File: src/rtl/flash_seq_pkg.sv
package flash_seq_pkg;

   localparam logic [15:0] UNLOCK_LO = 16'h5555;
   localparam logic [15:0] UNLOCK_HI = 16'h2AAA;
   localparam int          N_STEPS   = 6;
   localparam logic        ERASED_B7 = 1'b1;

   typedef logic [2:0] step_t;

   localparam step_t LAST_STEP = step_t'(N_STEPS - 1);

   function automatic logic [15:0] key_addr(input step_t s);
      case (s)
         3'd1, 3'd4: key_addr = UNLOCK_HI;
         default:    key_addr = UNLOCK_LO;
      endcase
   endfunction

   function automatic logic [7:0] key_data(input step_t s);
      case (s)
         3'd0, 3'd3: key_data = 8'hAA;
         3'd1, 3'd4: key_data = 8'h55;
         3'd2:       key_data = 8'h80;
         default:    key_data = 8'h30;
      endcase
   endfunction

   function automatic logic addr_checked(input step_t s);
      addr_checked = (s != LAST_STEP);
   endfunction

endpackage

File: src/rtl/flash_unlock_fsm.sv
module flash_unlock_fsm
   import flash_seq_pkg::*;
(
   input  logic        clk,
   input  logic        rst_n,
   input  logic        wr_en,
   input  logic [15:0] wr_addr,
   input  logic [7:0]  wr_data,
   input  logic        busy,
   output logic        start
);

   step_t step;
   logic  hit;

   always_comb begin
      hit   = (wr_data == key_data(step)) &&
              (!addr_checked(step) || (wr_addr == key_addr(step)));
      start = wr_en && !busy && hit && (step == LAST_STEP);
   end

   always_ff @(posedge clk) begin
      if (!rst_n)
         step <= '0;
      else if (wr_en && !busy)
         step <= (hit && step != LAST_STEP) ? step + 3'd1 : '0;
   end


   bad_data_idle_chk: assert property (@(posedge clk) disable iff (!rst_n)
      (wr_en && !busy && step != 3'd0 && wr_data != key_data(step)) |=> (step == 3'd0));

endmodule

File: src/rtl/flash_erase_timer.sv
module flash_erase_timer #(
   parameter int ERASE_CYC = 40
) (
   input  logic clk,
   input  logic rst_n,
   input  logic start,
   output logic busy
);

   localparam int CW = (ERASE_CYC > 2) ? $clog2(ERASE_CYC) : 1;

   logic [CW-1:0] cnt;

   generate
      if (ERASE_CYC < 2) begin : g_bad_len
         $error("ERASE_CYC must be at least 2");
      end
   endgenerate

   always_ff @(posedge clk) begin
      if (!rst_n) begin
         busy <= 1'b0;
         cnt  <= '0;
      end else if (start) begin
         busy <= 1'b1;
         cnt  <= CW'(ERASE_CYC - 1);
      end else if (busy) begin
         if (cnt == '0) busy <= 1'b0;
         else           cnt  <= cnt - 1'b1;
      end
   end


   end_at_zero_chk: assert property (@(posedge clk) disable iff (!rst_n)
      $fell(busy) |-> ($past(cnt) == '0));

endmodule

File: src/rtl/flash_status_mux.sv
module flash_status_mux
   import flash_seq_pkg::*;
#(
   parameter bit RD_PIPE = 1'b0
) (
   input  logic       clk,
   input  logic       rst_n,
   input  logic       rd_en,
   input  logic       busy,
   input  logic [7:0] arr_data,
   output logic [7:0] rd_data
);

   logic       tog;
   logic [7:0] status;

   always_comb
      status = busy ? {~ERASED_B7, tog, 6'b0} : arr_data;

   always_ff @(posedge clk) begin
      if (!rst_n)            tog <= 1'b0;
      else if (rd_en && busy) tog <= ~tog;
   end

   generate
      if (RD_PIPE) begin : g_reg
         logic [7:0] rd_q;
         always_ff @(posedge clk) begin
            if (!rst_n)    rd_q <= '0;
            else if (rd_en) rd_q <= status;
         end
         assign rd_data = rd_q;
      end else begin : g_comb
         assign rd_data = status;
      end
   endgenerate

endmodule

File: src/rtl/flash_erase_seq.sv
module flash_erase_seq #(
   parameter int SECT_W    = 8,
   parameter int ERASE_CYC = 40,
   parameter bit RD_PIPE   = 1'b0
) (
   input  logic              clk,
   input  logic              rst_n,
   input  logic              wr_en,
   input  logic [15:0]       wr_addr,
   input  logic [SECT_W-1:0] wr_sect,
   input  logic [7:0]        wr_data,
   input  logic              rd_en,
   input  logic [7:0]        arr_data,
   output logic [7:0]        rd_data,
   output logic              busy,
   output logic [SECT_W-1:0] erase_sect
);

   generate
      if (SECT_W < 1) begin : g_bad_sect
         $error("SECT_W must be at least 1");
      end
   endgenerate

   logic seq_start;

   flash_unlock_fsm u_fsm (
      .clk     (clk),
      .rst_n   (rst_n),
      .wr_en   (wr_en),
      .wr_addr (wr_addr),
      .wr_data (wr_data),
      .busy    (busy),
      .start   (seq_start)
   );

   flash_erase_timer #(.ERASE_CYC(ERASE_CYC)) u_tmr (
      .clk   (clk),
      .rst_n (rst_n),
      .start (seq_start),
      .busy  (busy)
   );

   flash_status_mux #(.RD_PIPE(RD_PIPE)) u_mux (
      .clk      (clk),
      .rst_n    (rst_n),
      .rd_en    (rd_en),
      .busy     (busy),
      .arr_data (arr_data),
      .rd_data  (rd_data)
   );

   always_ff @(posedge clk) begin
      if (!rst_n)        erase_sect <= '0;
      else if (seq_start) erase_sect <= wr_sect;
   end


   start_busy_chk: assert property (@(posedge clk) disable iff (!rst_n)
      seq_start |=> busy);


   sect_latch_chk: assert property (@(posedge clk) disable iff (!rst_n)
      $rose(busy) |-> (erase_sect == $past(wr_sect)));


   busy_wr_ignored_chk: assert property (@(posedge clk) disable iff (!rst_n)
      (busy && wr_en) |=> (erase_sect == $past(erase_sect)));


   poll_b7_chk: assert property (@(posedge clk) disable iff (!rst_n)
      (!RD_PIPE && busy) |-> (rd_data[7] == 1'b0));

endmodule

File: config.mk
export PLATFORM = sky130hd
export DESIGN_NAME = flash_erase_seq
export DESIGN_NICKNAME = d
export VERILOG_FILES = /design/src/rtl/flash_seq_pkg.sv /design/src/rtl/flash_unlock_fsm.sv /design/src/rtl/flash_erase_timer.sv /design/src/rtl/flash_status_mux.sv /design/src/rtl/flash_erase_seq.sv
export SDC_FILE = /design/constraint.sdc
export NUM_CORES = 1
export LEC_CHECK = 0
export BUFFER_PORTS_ARGS = -buffer_cell sky130_fd_sc_hd__buf_2
export CORE_AREA = 2 2 56 58
export CTS_CLUSTER_DIAMETER = 120
export CTS_CLUSTER_SIZE = 24
export DETAILED_ROUTE_END_ITERATION = 16
export DIE_AREA = 0 0 58 60
export PLACE_DENSITY = 0.77
export SLEW_MARGIN = 5
export SYNTH_ARGS = -nofsm -noshare
export SYNTH_HDL_FRONTEND = slang
export SYNTH_SLANG_ARGS = --single-unit
File: constraint.sdc
create_clock -name clk -period 3 [get_ports clk]
set_input_delay 0 -clock clk [delete_from_list [all_inputs] [get_ports clk]]
set_output_delay 0 -clock clk [all_outputs]
set_load 0.005 [all_outputs]
==> flow_summary.ini <==
[routing]
vias = 1221
dr.pass1.iters = 4
wl_um = 2746
drtIter0Drc = 36
wl_per_cell_um = 11.30
viasPerCell = 5.025
final_antenna_net_count = 0
post-route-drc-count = 0

[grt]
grt_use_total = 0.1603
overflow = 0
grt_max_degree = 29
grt_pass1_vias = 1106
grt_pass1_wl_um = 4443
grt_antenna_before_repair = 0

[synthesis]
synth.yosys.seq_area_share = 0.2998
synth_seq_cells = 19
ys_types = 40
syn_area_sq_um = 1269
yosysWarnings = 0
synth_edf_count = 0
syn-num-nets = 196
syn_inst = 144
ys_async_sr_fraction = 0
avgSynthCellArea_sq_um = 8.811
ys.flop_type = dfxtp_1

[clock_network]
numCtsBuffers = 3
clk_latency_ns = 0.30
clkSlewWorstSetupHoldPaths_ns = 0.12
cts.sinks = 19
htree_levels = 1
cts_tree = built
cts_setup_buffers = 0
ctsResizeCount = 0
clock_path_buffers = 2
cts-root-buf = clkbuf_4

[timing]
final-setup-viol-count = 0
fin_crit_ns = 2.450
setup-tns-final_ns = 0
setup_slack_ns = 0.5499
finalHoldViolations = 0
max_freq_mhz = 408.2
post-route-period-util = 0.8167
tightest_slew_ns = 0.5665
fin_skew_ns = 0.008673
rsz0062_at_grt = false
maxSlewViolCount = 0
slew_headroom = 0.6201

[finish]
synthToLayoutAreaGrowth_pct = 32.64
fillCellCount = 269
final_layout_size_suffix_gt1_frac = 0.3571
antenna_cells = 0
final_util = 0.5797
instances_no_fill = 243
nets = 263
layout.area.seq_sq_um = 380.4
multi_input_area_sq_um = 820.8

[hold_path]
hold_start = rd_en
min-delay-path-class = input pin to register

[run_status]
status = finished, final reports clean

[placement]
portBuffers = 60
hpwlAfterDp_um = 2093
place_inst = 231
gp_congestion = 0.8165
pre_cts_slack_ns = 0.5649

[pwr]
power.leakage_uw = 0.0008164
power.density_cell_area_nw_per_um2 = 269.6
vdd_drop_max_v = 0.0003850

[die]
dieArea_sq_um = 3480
die_x_um = 58
die_h_um = 60
pin_count = 61
placementRows = 20
initial_core_util = 0.4371
core_sq_um = 2903

[worst_setup_path]
end_kind = register
crit_fanout = 15
cp.required_ns = 3.20
arrival_ns = 2.65
criticalPathCategory = register to register
start_kind = register
r2r_start = u_fsm.step[2]
cp-startpoint = u_fsm.step[2]

[flow_run]
drv_cap = 0
==> path summary, 6_finish.rpt <==
check,to,slack [ns],depth (start not counted)
hold / removal,u_mux.tog,0.11,4
hold reg to reg,erase_sect[3],0.46,2
setup reg to reg,u_tmr.cnt[3],0.55,6
setup / recovery,u_tmr.cnt[3],0.55,6
==> cells by family after synthesis <==
| family | after synthesis | synth area share |
|---|---|---|
| compound gates | 22 | 0.1479 |
| xor+xnor | 6 | 0.04143 |
| fa+ha+maj | 8 | 0.07890 |
| buf+inv | 14 | 0.05325 |
| flops | 19 | 0.2998 |
| mux | 12 | 0.09665 |
| simple gates | 63 | 0.2821 |
==> stage by stage <==
step / hold slack (ns) / power (uW) / cell area [sq um]
3_5_place_dp: 0.2509 / 318.5 / 1573
5_1_grt: 0.1103 / 478.7 / 1683
4_1_cts: 0.1062 / 456.9 / 1683
6_report: 0.1051 / 453.8 / 1683
2_1_floorplan: 0.1169 / 281.0 / 1269
3_3_place_gp: 0.2475 / 317.7 / 1573
==> area by class of cell <==
cell class / count / area share
Tap cell: 33 / 0.02454
Clock buffer: 3 / 0.01338
Multi-Input combinational cell: 111 / 0.4877
Sequential cell: 19 / 0.2260
Inverter: 8 / 0.01784
Timing Repair Buffer: 68 / 0.2260
Clock inverter: 1 / 0.004461
==> metal layers <==
| layer | part of all wire | GRT usage |
|---|---|---|
| met3 | 0.068 | 0.03680 |
| met5 | 0 | 0 |
| met2 | 0.49 | 0.3019 |
| met1 | 0.43 | 0.1829 |
| met4 | 0.0069 | 0.03654 |
==> sequential cells by signal, summed over array words and instances, names as in the netlist <==
name	flops
erase_sect	8
u_fsm.step	3
u_mux.tog	1
u_tmr.busy	1
u_tmr.cnt	6
==> worst max-delay path, cell delays in order, from the launching register on <==
cell      delay [ns]
dfxtp_1         0.55
inv_1           0.08
ha_1            0.28
or4_1           0.56
a211oi_2        0.30
nand4_4         0.31
and3_1          0.27
==> cell usage after synthesis (3+ instances only) <==
library cell | n | area share
dfxtp_1 | 19 | 0.30
nand2_1 | 19 | 0.056
mux2i_1 | 10 | 0.079
ha_1 | 8 | 0.079
inv_1 | 8 | 0.024
nor2b_1 | 8 | 0.039
a21boi_1 | 5 | 0.030
nand3_1 | 5 | 0.020
nor2_1 | 5 | 0.015
clkbuf_1 | 4 | 0.012
nor4_1 | 4 | 0.020
o21ai_0 | 4 | 0.016
nand4_1 | 3 | 0.015
nor3_1 | 3 | 0.012
xnor2_1 | 3 | 0.021
xor2_1 | 3 | 0.021
==> where the power goes <==
part	switching, uW	leakage, uW	internal [uW]
combinational	28.0	0.000649	40.6
clock	82.2	0.0000139	50.8
sequential	0.00000106	0.000153	252
==> cell usage in the layout (no fill, tap or decap), types with 2 or more instances in the layout <==
master          n
and2_1          2
mux2_2          2
nand3_1         5
nor2b_1         8
clkbuf_4        3
and3_1          2
dlygate4sd3_1   8
a21boi_1        5
nand4b_1        2
or3_1           2
mux2i_1        10
or3b_2          2
nand2_1        19
xnor2_1         3
ha_1            8
nor4_1          4
nor2_1          5
a21oi_1         2
nand4_1         3
inv_1           8
nor3_1          3
buf_2          60
o2111ai_1       2
dfxtp_1        19
xor2_1          3
o21ai_0         4
==> what timing repair did <==
action | in CTS | in global routing
endpoints found under the setup margin | 0 | 0
hold endpoints to repair | 8 | 0
hold buffers | 8 | 0
Power figures use the tool's default switching activity.
